<file path="src/rtl/uart_rx_pkg.sv">
package uart_rx_pkg;
  typedef enum logic [1:0] {
    RX_IDLE  = 2'd0,
    RX_START = 2'd1,
    RX_DATA  = 2'd2,
    RX_STOP  = 2'd3
  } rx_state_e;
endpackage

</file>
<file path="src/rtl/rx_line_sync.sv">
module rx_line_sync #(
  parameter int SYNC_STAGES = 2
) (
  input  logic clk,
  input  logic rst_n,
  input  logic line_raw,
  output logic line_sync,
  output logic line_fall
);
  logic [SYNC_STAGES-1:0] chain_q;
  logic                   older_q;

  genvar g;
  generate
    for (g = 0; g < SYNC_STAGES; g++) begin : g_stage
      always_ff @(posedge clk or negedge rst_n) begin
        if (!rst_n) chain_q[g] <= 1'b1;
        else if (g == 0) chain_q[g] <= line_raw;
        else chain_q[g] <= chain_q[(g == 0) ? 0 : g-1];
      end
    end
  endgenerate

  always_ff @(posedge clk or negedge rst_n) begin
    if (!rst_n) older_q <= 1'b1;
    else        older_q <= chain_q[SYNC_STAGES-1];
  end

  assign line_sync = chain_q[SYNC_STAGES-1];
  assign line_fall = older_q & ~chain_q[SYNC_STAGES-1];
endmodule

</file>
<file path="src/rtl/rx_bit_timer.sv">
module rx_bit_timer #(
  parameter int CLKS_PER_BIT = 16
) (
  input  logic clk,
  input  logic rst_n,
  input  logic load_half,
  input  logic load_full,
  output logic tick
);
  localparam int CNT_W = (CLKS_PER_BIT > 2) ? $clog2(CLKS_PER_BIT) : 1;
  localparam logic [CNT_W-1:0] HALF_M1 = CNT_W'(CLKS_PER_BIT/2 - 1);
  localparam logic [CNT_W-1:0] FULL_M1 = CNT_W'(CLKS_PER_BIT - 1);

  logic [CNT_W-1:0] cnt_q, cnt_d;

  always_comb begin
    cnt_d = cnt_q;
    if (load_half)          cnt_d = HALF_M1;
    else if (load_full)     cnt_d = FULL_M1;
    else if (cnt_q != '0)   cnt_d = cnt_q - 1'b1;
  end

  always_ff @(posedge clk or negedge rst_n) begin
    if (!rst_n) cnt_q <= '0;
    else        cnt_q <= cnt_d;
  end

  assign tick = (cnt_q == '0);
endmodule

</file>
<file path="src/rtl/rx_frame_ctrl.sv">
module rx_frame_ctrl
  import uart_rx_pkg::*;
#(
  parameter int DATA_BITS = 8
) (
  input  logic                 clk,
  input  logic                 rst_n,
  input  logic                 line_sync,
  input  logic                 line_fall,
  input  logic                 tick,
  output logic                 load_half,
  output logic                 load_full,
  output logic [DATA_BITS-1:0] byte_out,
  output logic                 byte_valid,
  output logic                 stop_bad
);
  localparam int IDX_W = (DATA_BITS > 1) ? $clog2(DATA_BITS) : 1;
  localparam logic [IDX_W-1:0] LAST_IDX = IDX_W'(DATA_BITS - 1);

  rx_state_e            state_q, state_d;
  logic [IDX_W-1:0]     idx_q, idx_d;
  logic [DATA_BITS-1:0] shift_q, shift_d;
  logic [DATA_BITS-1:0] hold_q, hold_d;
  logic                 valid_q, valid_d;
  logic                 bad_q, bad_d;
  logic [DATA_BITS-1:0] shifted;

  assign shifted = {line_sync, shift_q[DATA_BITS-1:1]};

  always_comb begin
    state_d   = state_q;
    idx_d     = idx_q;
    shift_d   = shift_q;
    hold_d    = hold_q;
    valid_d   = 1'b0;
    bad_d     = 1'b0;
    load_half = 1'b0;
    load_full = 1'b0;
    unique case (state_q)
      RX_IDLE: begin
        if (line_fall) begin
          load_half = 1'b1;
          idx_d     = '0;
          state_d   = RX_START;
        end
      end
      RX_START: begin
        if (tick) begin
          if (line_sync) begin
            state_d = RX_IDLE;
          end else begin
            load_full = 1'b1;
            state_d   = RX_DATA;
          end
        end
      end
      RX_DATA: begin
        if (tick) begin
          load_full = 1'b1;
          shift_d   = shifted;
          idx_d     = idx_q + 1'b1;
          if (idx_q == LAST_IDX) begin
            hold_d  = shifted;
            valid_d = 1'b1;
            state_d = RX_STOP;
          end
        end
      end
      RX_STOP: begin
        if (tick) begin
          bad_d   = ~line_sync;
          state_d = RX_IDLE;
        end
      end
      default: state_d = RX_IDLE;
    endcase
  end

  always_ff @(posedge clk or negedge rst_n) begin
    if (!rst_n) begin
      state_q <= RX_IDLE;
      idx_q   <= '0;
      shift_q <= '0;
      hold_q  <= '0;
      valid_q <= 1'b0;
      bad_q   <= 1'b0;
    end else begin
      state_q <= state_d;
      idx_q   <= idx_d;
      shift_q <= shift_d;
      hold_q  <= hold_d;
      valid_q <= valid_d;
      bad_q   <= bad_d;
    end
  end

  assign byte_out   = hold_q;
  assign byte_valid = valid_q;
  assign stop_bad   = bad_q;
endmodule

</file>
<file path="src/rtl/uart_rx_core.sv">
module uart_rx_core #(
  parameter int CLKS_PER_BIT = 16,
  parameter int SYNC_STAGES  = 2
) (
  input  logic       clk,
  input  logic       rst_n,
  input  logic       rx_pin,
  output logic [7:0] data_byte,
  output logic       data_valid,
  output logic       framing_error
);
  localparam int DATA_BITS = 8;

  logic [1:0] rst_pipe_q;
  logic       rst_int_n;
  logic       line_sync, line_fall, tick, load_half, load_full;

  always_ff @(posedge clk or negedge rst_n) begin
    if (!rst_n) rst_pipe_q <= 2'b00;
    else        rst_pipe_q <= {rst_pipe_q[0], 1'b1};
  end
  assign rst_int_n = rst_pipe_q[1];

  rx_line_sync #(.SYNC_STAGES(SYNC_STAGES)) u_sync (
    .clk       (clk),
    .rst_n     (rst_int_n),
    .line_raw  (rx_pin),
    .line_sync (line_sync),
    .line_fall (line_fall)
  );

  rx_bit_timer #(.CLKS_PER_BIT(CLKS_PER_BIT)) u_timer (
    .clk       (clk),
    .rst_n     (rst_int_n),
    .load_half (load_half),
    .load_full (load_full),
    .tick      (tick)
  );

  rx_frame_ctrl #(.DATA_BITS(DATA_BITS)) u_ctrl (
    .clk        (clk),
    .rst_n      (rst_int_n),
    .line_sync  (line_sync),
    .line_fall  (line_fall),
    .tick       (tick),
    .load_half  (load_half),
    .load_full  (load_full),
    .byte_out   (data_byte),
    .byte_valid (data_valid),
    .stop_bad   (framing_error)
  );
endmodule

</file>
<file path="config.mk">
export PLATFORM = sky130hd
export DESIGN_NAME = uart_rx_core
export DESIGN_NICKNAME = d
export VERILOG_FILES = /design/src/rtl/uart_rx_pkg.sv /design/src/rtl/rx_line_sync.sv /design/src/rtl/rx_bit_timer.sv /design/src/rtl/rx_frame_ctrl.sv /design/src/rtl/uart_rx_core.sv
export SDC_FILE = /design/constraint.sdc
export NUM_CORES = 1
export LEC_CHECK = 0
export CAP_MARGIN = 30
export CELL_PAD_IN_SITES_DETAIL_PLACEMENT = 1
export CELL_PAD_IN_SITES_GLOBAL_PLACEMENT = 2
export CORE_MARGIN = 1.5
export CORE_UTILIZATION = 30
export DETAILED_ROUTE_END_ITERATION = 12
export HOLD_SLACK_MARGIN = 0.12
export PLACE_DENSITY_LB_ADDON = 0.25
export SKIP_LAST_GASP = 1
export SYNTH_ARGS = -nofsm -noshare
export SYNTH_HDL_FRONTEND = slang
export SYNTH_SLANG_ARGS = --single-unit
export TNS_END_PERCENT = 30
</file>
<file path="constraint.sdc">
create_clock -name clk -period 1.9 [get_ports clk]
set_input_delay 0.475 -clock clk [delete_from_list [all_inputs] [get_ports clk]]
set_output_delay 0.475 -clock clk [all_outputs]
set_load 0.02 [all_outputs]
</file>
==> results of run 1 <==
## layer usage
layer,vias up,part of all wire,routed length (µm)
li1,428,-,-
met1,443,0.47,1240
met2,12,0.47,1230
met3,5,0.036,93
met4,0,0.020,51
met5,-,0,0
## cells in the mapped netlist (2+ instances only)
cell      number  share of area
dfrtp_1       28           0.51
mux2_2        16           0.13
nand2_1       10          0.027
ha_1           7          0.064
inv_1          6          0.016
nand3_1        6          0.022
nor2b_1        4          0.018
dfstp_2        3          0.057
nor2_1         3         0.0082
nor3_1         3          0.011
o21ai_0        3          0.011
a21oi_1        2         0.0073
nand2b_1       2         0.0091
nand4_1        2         0.0091
## worst min path at each step
stage / to / slack, ns / depth (start not counted)
global route: u_ctrl.state_q[0] / 0.32 / 1
detailed placement: u_ctrl.state_q[0] / 0.26 / 1
CTS: u_ctrl.state_q[0] / 0.26 / 1
global placement: u_ctrl.stop_bad / 0.26 / 1
finish: u_ctrl.state_q[0] / 0.24 / 1
floorplan: rst_pipe_q[0] / 0.18 / 0
## state kept, by name, summed over array words and instances, names as in the netlist, 2 cells and up, named ones only
| register | flops |
|---|---|
| rst_pipe_q | 2 |
| u_ctrl.byte_out | 8 |
| u_ctrl.idx_q | 3 |
| u_ctrl.shift_q | 7 |
| u_timer.cnt_q | 4 |
## cell usage in the layout (no fill, tap or decap), drive strengths merged, types with 2 or more instances in the layout
cell type      count
nand4              2
dfrtp             28
nand2             10
dfstp              3
nand2b             2
o21ai              3
clkbuf             8
nand3              6
buf                9
inv                6
clkdlybuf4s50     12
mux2              17
ha                 7
nor2b              4
nor3               3
a21oi              3
nor2               4
## final cells by class
cell class                 count  share of cell area
tap                           52              0.0375
sequential                    31               0.449
inverter                       6              0.0130
timing repair buffer          21               0.108
clock buffer                   8              0.0577
multi-input combinational     71               0.334
## power breakdown
| group | switching [W] | leakage (nW) | total [W] | internal [W] |
|---|---|---|---|---|
| Clock | 0.000232 | 0.0515 | 0.000562 | 0.000330 |
| Sequential | 0.0000910 | 0.406 | 0.000845 | 0.000754 |
| Combinational | 0.000339 | 0.371 | 0.000636 | 0.000297 |
| Total | 0.000662 | 0.828 | 0.00204 | 0.00138 |
## cells by family (layout without fill, tap and decap cells)
group | Yosys count | count (layout)
simple gates | 34 | 34
flops | 31 | 31
mux | 18 | 18
compound gates | 11 | 11
buf+inv | 8 | 35
fa+ha+maj | 7 | 7
other cells | 1 | 1
## stage by stage
step                cells  cell area [µm²]  worst slack (ns)  hold slack, ns  power [W]
finish                189             1730             0.119           0.238    0.00204
global route          189             1730            0.0366           0.321    0.00219
CTS                   189             1720            0.0404           0.259    0.00206
detailed placement    181             1610            0.0177           0.257    0.00146
global placement      181             1610            0.0771           0.259    0.00145
floorplan             110             1380             0.140           0.179    0.00128
## what timing repair did
action,4_1_cts,5_1_grt
endpoints found under the setup margin,3,16
pin swaps,1,2
gates resized for setup,1,3
==> results.ini, run 1 <==
[critical_path]
cp.depth = 5
ff2ff_setup_slack_ns = 0.12
cp_data_arrival_time_ns = 1.94
critPathSlowestCell = or3b_4
worstSetupPathType = register to register
crit_required_ns = 2.06
reg2reg_depth = 5
r2r-start = u_timer.cnt_q[0]
crit_family = simple AND/OR/NAND/NOR gates
cp_num_buf_inv = 1
crit_path_end_kind = register
setup.worst_path.start = u_timer.cnt_q[0]
worstSetupEndpoint = u_ctrl.shift_q[1]
path_cells = inv_1, ha_4, or3b_4, nor2_4, mux2_2
cp-start-kind = register
critPathMaxFanout = 7
slowest_delay_ns = 0.42
r2r_end = u_ctrl.shift_q[1]

[flow_run]
drv_cap = 0

[floorplan]
core_area_mm2 = 0.00438
die_x_um = 70.7
initial_core_util = 0.314
rows = 24
ioPinCount = 13
dieArea_mm2 = 0.00500
die_y_um = 70.7

[cells_and_area]
final.fill_count = 476
area_delta_synth_final_pct = 26.0
fin_util = 0.396
multi_input_area_um2 = 579
diodes = 0
layout-drive-gt1-share = 0.314
fin_nets = 146
regArea_um2 = 779

[grt]
grt_pass1_vias = 997
grt_util_met2 = 0.196
track_usage = 0.124
grt_pass1_wl_um = 4740
grt_util_met3 = 0.0385
busiest_layer = met2
grt.overflow.total = 0
grt_max_degree = 30
antenna_found_initial = 0
met1_usage = 0.154

[route]
num_vias = 888
postRouteAntennaNets = 0
drt_iter0_drc = 24
routed_wirelength_um = 2610
wl_per_cell_um = 13.8
viasPerCell = 4.70
route.detailed.drc = 0
drtPass1Iterations = 3

[logic_synthesis]
yosysUniqueCellTypes = 29
syn_nets = 120
yosys.area_share.adder = 0.0636
avgSynthCellArea_um2 = 12.5
ys_async_sr_fraction = 1.00
synth_top_flop_cell = dfrtp_1
syn_area_mm2 = 0.00138
synth.area.mux_share = 0.149
synth_seq_cells = 31
synth-edff-count = 0
ys_seq_area_frac = 0.566
synth_warnings = 0
synth_compound_area_frac = 0.0618
yosys.area_share.xor_xnor = 0
synth_top_family_by_area = multiplexers
syn_inst = 110
synth-simple-area-share = 0.129

[timing]
drv_slew = 0
setup_tns_ns = 0
fmax_mhz = 562
period_needed_ns = 1.78
setup_viol_count_final = 0
rsz0062_at_grt = false
finalCritPeriodShare = 0.937
fin_worst_skew_ns = 0.00525
hold_viol = 0

[place]
io_buffers = 12
hpwl_um = 1920
gp_routability_congestion = 0.802

[worst_hold_path]
holdCritPathClass = register to async pin

[cts]
insertion_delay_ns = 0.28
htreeDepth = 2
root_buffer = clkbuf_8
clk_path_buf_depth = 2
numCtsBuffers = 5
cts_setup_buffers = 0
path_clk_slew_ns = 0.07
cts_tree = built
cts_sinks = 31
cts_hold_buf = 0

[power_and_ir_drop]
cellPowerDensity_mw_per_mm2 = 1180
vdd_drop_max_uv = 569
p_leak_nw = 0.828

[outcome]
status = complete, no violations

Note: power is estimated with default switching activity, not from simulation.
==> inputs of run 2 (changes only) <==
--- a/config.mk
+++ b/config.mk
@@ -10,10 +10,12 @@
 export CELL_PAD_IN_SITES_GLOBAL_PLACEMENT = 2
 export CORE_MARGIN = 1.5
 export CORE_UTILIZATION = 30
+export CTS_CLUSTER_DIAMETER = 40
 export DETAILED_ROUTE_END_ITERATION = 12
 export HOLD_SLACK_MARGIN = 0.12
 export PLACE_DENSITY_LB_ADDON = 0.25
 export SKIP_LAST_GASP = 1
+export SLEW_MARGIN = 20
 export SYNTH_ARGS = -nofsm -noshare
 export SYNTH_HDL_FRONTEND = slang
 export SYNTH_SLANG_ARGS = --single-unit
==> results of run 2 <==
Final layout, timing and power as in run 1 (identical DEF).
